`config.mk`:
```
export PLATFORM = sky130hd
export DESIGN_NAME = dual_issue_sb
export DESIGN_NICKNAME = d
export VERILOG_FILES = /design/src/rtl/sb_pkg.sv /design/src/rtl/sb_entry.sv /design/src/rtl/sb_hazard.sv /design/src/rtl/sb_fp_occ.sv /design/src/rtl/sb_div_unit.sv /design/src/rtl/dual_issue_sb.sv
export SDC_FILE = /design/constraint.sdc
export NUM_CORES = 1
export LEC_CHECK = 0
export CAP_MARGIN = 30
export CORE_UTILIZATION = 45
export CTS_BUF_LIST = sky130_fd_sc_hd__clkbuf_16
export DETAILED_ROUTE_END_ITERATION = 10
export PLACE_DENSITY_LB_ADDON = 0.2
export SLEW_MARGIN = 20
export SYNTH_ARGS = -nofsm -noshare
export SYNTH_HDL_FRONTEND = slang
export SYNTH_SLANG_ARGS = --single-unit
```
`constraint.sdc`:
```
create_clock -name clk_i -period 10.18 [get_ports clk_i]
set_input_delay 1.018 -clock clk_i [delete_from_list [all_inputs] [get_ports clk_i]]
set_output_delay 1.018 -clock clk_i [all_outputs]
set_load 0.02 [all_outputs]
```
`src/rtl/sb_pkg.sv`:
```
package sb_pkg;

    typedef enum logic [2:0] {
        OP_ALU  = 3'd0,
        OP_MEM  = 3'd1,
        OP_FADD = 3'd2,
        OP_MUL  = 3'd3,
        OP_DIV  = 3'd4
    } op_e;

    localparam logic CLS_INT = 1'b0;
    localparam logic CLS_FP  = 1'b1;

endpackage

```
`src/rtl/sb_entry.sv`:
```
// One register's pending state: a flag, the class of the writer, and a
// down-counter that reaches 1 in the completion cycle.
module sb_entry #(
    parameter int CNT_W = 4
) (
    input  logic             clk_i,
    input  logic             rst_ni,
    input  logic             set_i,
    input  logic             fp_i,
    input  logic [CNT_W-1:0] lat_i,
    output logic             pend_o,
    output logic             done_o,
    output logic             fp_o
);
    typedef struct packed {
        logic             pend;
        logic             fp;
        logic [CNT_W-1:0] cnt;
    } ent_t;

    ent_t ent_d, ent_q;

    always_comb begin
        ent_d = ent_q;
        if (set_i) begin
            ent_d.pend = 1'b1;
            ent_d.fp   = fp_i;
            ent_d.cnt  = lat_i;
        end else if (ent_q.pend) begin
            if (ent_q.cnt <= CNT_W'(1)) begin
                ent_d.pend = 1'b0;
                ent_d.fp   = 1'b0;
                ent_d.cnt  = '0;
            end else begin
                ent_d.cnt = ent_q.cnt - CNT_W'(1);
            end
        end
    end

    always_ff @(posedge clk_i or negedge rst_ni) begin
        if (!rst_ni) begin
            ent_q <= '0;
        end else begin
            ent_q <= ent_d;
        end
    end

    assign pend_o = ent_q.pend;
    assign done_o = ent_q.pend && (ent_q.cnt <= CNT_W'(1));
    assign fp_o   = ent_q.fp;

endmodule

```
`src/rtl/sb_hazard.sv`:
```
// Combinational readiness of one candidate against the busy vector.
module sb_hazard #(
    parameter int NREG  = 32,
    parameter int TAG_W = 5
) (
    input  logic [NREG-1:0]  busy_i,
    input  logic             valid_i,
    input  logic [TAG_W-1:0] src1_i,
    input  logic [TAG_W-1:0] src2_i,
    input  logic [TAG_W-1:0] dst_i,
    output logic             ok_o
);
    logic raw_hit;
    logic waw_hit;

    always_comb begin
        raw_hit = busy_i[src1_i] || busy_i[src2_i];
        waw_hit = busy_i[dst_i];
        ok_o    = valid_i && !raw_hit && !waw_hit;
    end

endmodule

```
`src/rtl/sb_fp_occ.sv`:
```
// Counts live floating-point results and reports whether another may start.
module sb_fp_occ #(
    parameter int NREG     = 32,
    parameter int FP_DEPTH = 6
) (
    input  logic [NREG-1:0] live_i,
    output logic            room_o
);
    localparam int CW = $clog2(NREG + 1);

    logic [CW-1:0] occ;

    always_comb begin
        occ = '0;
        for (int i = 0; i < NREG; i++) begin
            occ = occ + CW'(live_i[i]);
        end
        room_o = (occ < CW'(FP_DEPTH));
    end

endmodule

```
`src/rtl/sb_div_unit.sv`:
```
// Occupancy of the single non-pipelined divider.
module sb_div_unit #(
    parameter int CNT_W = 4,
    parameter int LAT   = 15
) (
    input  logic clk_i,
    input  logic rst_ni,
    input  logic start_i,
    output logic busy_o
);
    typedef struct packed {
        logic [CNT_W-1:0] cnt;
    } div_t;

    div_t div_d, div_q;

    always_comb begin
        div_d = div_q;
        if (start_i) begin
            div_d.cnt = CNT_W'(LAT);
        end else if (div_q.cnt != '0) begin
            div_d.cnt = div_q.cnt - CNT_W'(1);
        end
    end

    always_ff @(posedge clk_i or negedge rst_ni) begin
        if (!rst_ni) begin
            div_q <= '0;
        end else begin
            div_q <= div_d;
        end
    end

    // free again in the cycle its result is written back
    assign busy_o = div_q.cnt > CNT_W'(1);

endmodule

```
`src/rtl/dual_issue_sb.sv`:
```
module dual_issue_sb #(
    parameter int NREG     = 32,
    parameter int FP_DEPTH = 6,
    parameter int LAT_ALU  = 1,
    parameter int LAT_MEM  = 1,
    parameter int LAT_FADD = 2,
    parameter int LAT_MUL  = 6,
    parameter int LAT_DIV  = 15,
    localparam int TAG_W   = $clog2(NREG)
) (
    input  logic             clk_i,
    input  logic             rst_ni,
    input  logic             a_valid_i,
    input  logic             a_cls_i,
    input  logic [2:0]       a_op_i,
    input  logic [TAG_W-1:0] a_dst_i,
    input  logic [TAG_W-1:0] a_src1_i,
    input  logic [TAG_W-1:0] a_src2_i,
    input  logic             b_valid_i,
    input  logic             b_cls_i,
    input  logic [2:0]       b_op_i,
    input  logic [TAG_W-1:0] b_dst_i,
    input  logic [TAG_W-1:0] b_src1_i,
    input  logic [TAG_W-1:0] b_src2_i,
    output logic             issue_a_o,
    output logic             issue_b_o,
    output logic [NREG-1:0]  wb_o
);
    import sb_pkg::*;

    localparam int M1      = (LAT_ALU > LAT_MEM) ? LAT_ALU : LAT_MEM;
    localparam int M2      = (M1 > LAT_FADD) ? M1 : LAT_FADD;
    localparam int M3      = (M2 > LAT_MUL) ? M2 : LAT_MUL;
    localparam int LAT_MAX = (M3 > LAT_DIV) ? M3 : LAT_DIV;
    localparam int CNT_W   = $clog2(LAT_MAX + 1);

    typedef struct packed {
        logic             issue_a;
        logic             issue_b;
        logic             div_start;
        logic [CNT_W-1:0] lat_a;
        logic [CNT_W-1:0] lat_b;
        logic [NREG-1:0]  set_a;
        logic [NREG-1:0]  set_b;
    } issue_t;

    function automatic logic [CNT_W-1:0] lat_of(input logic [2:0] op);
        case (op)
            OP_MEM:  lat_of = CNT_W'(LAT_MEM);
            OP_FADD: lat_of = CNT_W'(LAT_FADD);
            OP_MUL:  lat_of = CNT_W'(LAT_MUL);
            OP_DIV:  lat_of = CNT_W'(LAT_DIV);
            default: lat_of = CNT_W'(LAT_ALU);
        endcase
    endfunction

    logic [NREG-1:0] pend;
    logic [NREG-1:0] done;
    logic [NREG-1:0] fpv;
    logic [NREG-1:0] busy;
    logic [NREG-1:0] fp_live;
    logic            ok_a;
    logic            ok_b;
    logic            fp_room;
    logic            div_busy;
    issue_t          iss_d;

    // a register in its completion cycle is already readable and writable
    assign busy    = pend & ~done;
    assign fp_live = pend & fpv & ~done;

    sb_hazard #(.NREG(NREG), .TAG_W(TAG_W)) u_haz_a (
        .busy_i  (busy),
        .valid_i (a_valid_i),
        .src1_i  (a_src1_i),
        .src2_i  (a_src2_i),
        .dst_i   (a_dst_i),
        .ok_o    (ok_a)
    );

    sb_hazard #(.NREG(NREG), .TAG_W(TAG_W)) u_haz_b (
        .busy_i  (busy),
        .valid_i (b_valid_i),
        .src1_i  (b_src1_i),
        .src2_i  (b_src2_i),
        .dst_i   (b_dst_i),
        .ok_o    (ok_b)
    );

    sb_fp_occ #(.NREG(NREG), .FP_DEPTH(FP_DEPTH)) u_fp_occ (
        .live_i (fp_live),
        .room_o (fp_room)
    );

    sb_div_unit #(.CNT_W(CNT_W), .LAT(LAT_DIV)) u_div (
        .clk_i   (clk_i),
        .rst_ni  (rst_ni),
        .start_i (iss_d.div_start),
        .busy_o  (div_busy)
    );

    always_comb begin
        logic a_div;
        logic b_div;
        logic b_dep;

        iss_d       = '0;
        a_div       = (a_op_i == OP_DIV);
        b_div       = (b_op_i == OP_DIV);
        iss_d.lat_a = lat_of(a_op_i);
        iss_d.lat_b = lat_of(b_op_i);

        iss_d.issue_a = ok_a
                     && ((a_cls_i == CLS_INT) || fp_room)
                     && !(a_div && div_busy);

        b_dep = (b_src1_i == a_dst_i) || (b_src2_i == a_dst_i)
             || (b_dst_i == a_dst_i);

        iss_d.issue_b = ok_b && iss_d.issue_a
                     && (b_cls_i != a_cls_i)
                     && !b_dep
                     && ((b_cls_i == CLS_INT) || fp_room)
                     && !(b_div && (div_busy || a_div));

        iss_d.div_start = (iss_d.issue_a && a_div) || (iss_d.issue_b && b_div);

        for (int r = 0; r < NREG; r++) begin
            iss_d.set_a[r] = iss_d.issue_a && (a_dst_i == TAG_W'(r));
            iss_d.set_b[r] = iss_d.issue_b && (b_dst_i == TAG_W'(r));
        end
    end

    for (genvar r = 0; r < NREG; r++) begin : g_ent
        logic             set_r;
        logic             fp_r;
        logic [CNT_W-1:0] lat_r;

        assign set_r = iss_d.set_a[r] || iss_d.set_b[r];
        assign fp_r  = iss_d.set_a[r] ? a_cls_i : b_cls_i;
        assign lat_r = iss_d.set_a[r] ? iss_d.lat_a : iss_d.lat_b;

        sb_entry #(.CNT_W(CNT_W)) u_ent (
            .clk_i  (clk_i),
            .rst_ni (rst_ni),
            .set_i  (set_r),
            .fp_i   (fp_r),
            .lat_i  (lat_r),
            .pend_o (pend[r]),
            .done_o (done[r]),
            .fp_o   (fpv[r])
        );
    end

    assign issue_a_o = iss_d.issue_a;
    assign issue_b_o = iss_d.issue_b;
    assign wb_o      = done;

endmodule

```
==> run metrics <==
status finished clean; Hold WC Path Type register to register; routability cong. 1.08; skew final 21.5 ps; Clock Path Buffers 2; Max-Cap Viols 0; Synthesis Warnings 0; Post-DP HPWL 48000 um; Vias 16600; post-route ant nets 0; sequential share of the synthesized area 28.8%; largest net degree at the start of global routing 70; min cycle time layout 9680 ps; Synth Cell Area 0.0170 sq mm; port bufs 75; Overall Global Routing Usage 35.1%; hold_buf cts 0; per-cell routed wire length 26.0 um; slowest stage delay, CP 720 ps; Hold Crit Start g_ent[6].u_ent.fp_o; r2r setup slk 1140 ps; R2R depth 28; Detailed Route Iter0 Violations 2021; final wirelength 66900 um; die height 197 um; flops & latches, synth 196; gr ovfl total 0; placed inst area 0.0182 sq mm; relative slew slack 28.8%; Ports 76; insertion delay to the later sink of the worst-skew pair 490 ps; vias in the first global route 15700; post-synth top area share 28.8%; clock sinks 196; hold slack 516 ps; Core Region 0.0370 sq mm; final hold violations 0; clock root cell clkbuf_16; LEAKAGE 7.95 nW; final core area utilization 50.9%; fmax 103 MHz; Residual DRC 0; Distinct cells, synth 89; die area 0.0387 sq mm; TritonCTS buffer count 17; Initial Util 46.1%; Design Area, Final 0.0188 sq mm; CP Class register to output port; Crit path required time 9160 ps; Worst R2R End g_ent[11].u_ent.ent_q[1]; Worst-path clk slew 80 ps; hold endpoint g_ent[6].u_ent.fp_o; post-synthesis to final-layout area growth 10.4%; final slew viol count 0; cell repeated most along the worst path fa_1; Setup WS pre-CTS 1080 ps; layout cells sized above 1 9.61%; CTS tree yes; Mapped Nets 2187; vias per cell 6.45; commonest cells in the netlist nor2_1, dfrtp_1, nand2_1; delay-heaviest family, CP adder cells; Die Width 197 um; Worst EP arrival 8660 ps; Worst-Margin Slew 1060 ps; unrepaired setup endpoints after global routing no; IR drop worst, VDD 113 uV; Crit Path Max Fanout 5; Nets 2198; RR Startpoint g_ent[0].u_ent.ent_q[0]; Power per Cell Area 195 mW/mm^2; top_reg_cell synth dfrtp_1; Post-synth EDFFs 0; global-route wire length before repair 100000 um; Gate Count Post-Synth 2047; row count 70; initial antenna violation count 4; Syn Area/Cell 8.33 sq um; final worst slack 498 ps; number of buffers and inverters on the critical path 4; Post-Route Setup TNS 0 ps; H-tree depth 4; most common cell in the synthesized netlist nor2_1; post-CTS resize count 0; synth top area cells dfrtp_1, mux2i_1, ha_1; fin crit share 95.1%; Synth area leader dfrtp_1; worst hold stages 2; TritonRoute pass-1 iters 7; CP startpoint kind register; asr flop ratio synth 100%; Worst Setup End Kind output port; post-CTS setup buffers 0; final setup vio count 0; Critical Path Slowest Stage Cell or4_1
[power by group]
part | internal, mW | leakage (nW) | switching [mW]
combinational | 0.688 | 5.15 | 0.897
clock | 0.326 | 0.282 | 0.368
sequential | 1.08 | 2.52 | 0.309
total | 2.10 | 7.95 | 1.57
[layer usage]
layer | part of all wire [%] | routed length [um] | up-vias | global-route usage [%]
met5 | 0.040 | 27 | - | 0
met3 | 10 | 6720 | 206 | 7.43
li1 | - | - | 7402 | -
met2 | 43 | 29100 | 928 | 53.5
met1 | 41 | 27500 | 8084 | 46.9
met4 | 5.5 | 3660 | 4 | 18.2
[registers in the layout, indices dropped and copies added, names as in the netlist]
signal              flops
g_ent.u_ent.fp_o       32
g_ent.u_ent.ent_q     128
u_div.div_q             4
g_ent.u_ent.pend_o     32
[layout make-up]
type / count / area, sq um
Tap cell: 504 / 631
Multi-Input combinational cell: 1591 / 11000
Antenna cell: 1 / 2.50
Clock buffer: 17 / 425
Sequential cell: 196 / 4900
Inverter: 116 / 437
Timing Repair Buffer: 136 / 1240
Clock inverter: 15 / 140
Fill cell: 3571 / 18100
[worst min-delay path, cell delays in order, from the launching register on]
cell      delay [ps]
dfrtp_1          350
nand3b_1          70
o21ai_0           60
[through the flow]
step / cells / power (mW)
3_5_place_dp: 2542 / 2.95
5_1_grt: 2576 / 3.93
6_report: 2576 / 3.67
2_1_floorplan: 2047 / 2.49
4_1_cts: 2574 / 3.65
3_3_place_gp: 2538 / 2.89
[how the worst max path moves through the flow]
stage | end | start | cells after the start
after CTS | issue_a_o | g_ent[0].u_ent.ent_q[0] | 25
after floorplan | issue_b_o | g_ent[1].u_ent.ent_q[0] | 27
after detailed placement | issue_a_o | g_ent[0].u_ent.ent_q[0] | 25
after global routing | issue_a_o | g_ent[1].u_ent.ent_q[1] | 26
final | issue_a_o | g_ent[0].u_ent.ent_q[0] | 25
after global placement | issue_a_o | g_ent[0].u_ent.ent_q[0] | 25
[logic make-up after synthesis]
| kind of cell | after synthesis | share of synthesized area (%) |
|---|---|---|
| flip-flops | 196 | 28.8 |
| multiplexers | 182 | 11.7 |
| AND/OR/NAND/NOR | 814 | 24.8 |
| XOR/XNOR | 19 | 0.976 |
| buffers and inverters | 260 | 6.67 |
| adder cells (fa/ha/maj) | 98 | 8.21 |
| AO/OA/AOI/OAI | 478 | 18.9 |
[cell usage in the layout (no fill, tap or decap), types with 9 or more instances in the layout]
cell type	synthesis	final
or3_1	14	14
nor4_1	13	13
o211ai_1	25	25
nand2_1	190	190
ha_1	75	75
and2_1	25	25
fa_1	23	23
dfrtp_1	196	196
inv_1	114	115
nor3_2	18	18
mux2_2	31	31
nand2b_1	61	61
nor3b_1	14	13
o21ai_1	11	12
o21a_1	10	10
nand4_1	27	27
clkbuf_16	0	17
o21ai_0	83	81
nand3_1	62	62
mux4_2	10	10
mux2i_1	140	140
xor2_1	14	14
clkdlybuf4s50_1	0	73
and3_1	9	9
nor2_1	200	198
o21bai_1	12	12
a21oi_1	97	97
nor2b_1	42	41
nand3b_1	11	11
a211o_1	11	11
o31a_1	19	19
a31oi_1	27	27
o22ai_1	53	53
buf_4	34	56
o221ai_1	18	18
nor3_1	75	75
o31ai_1	21	20
Note: power is estimated with default switching activity, not from simulation.
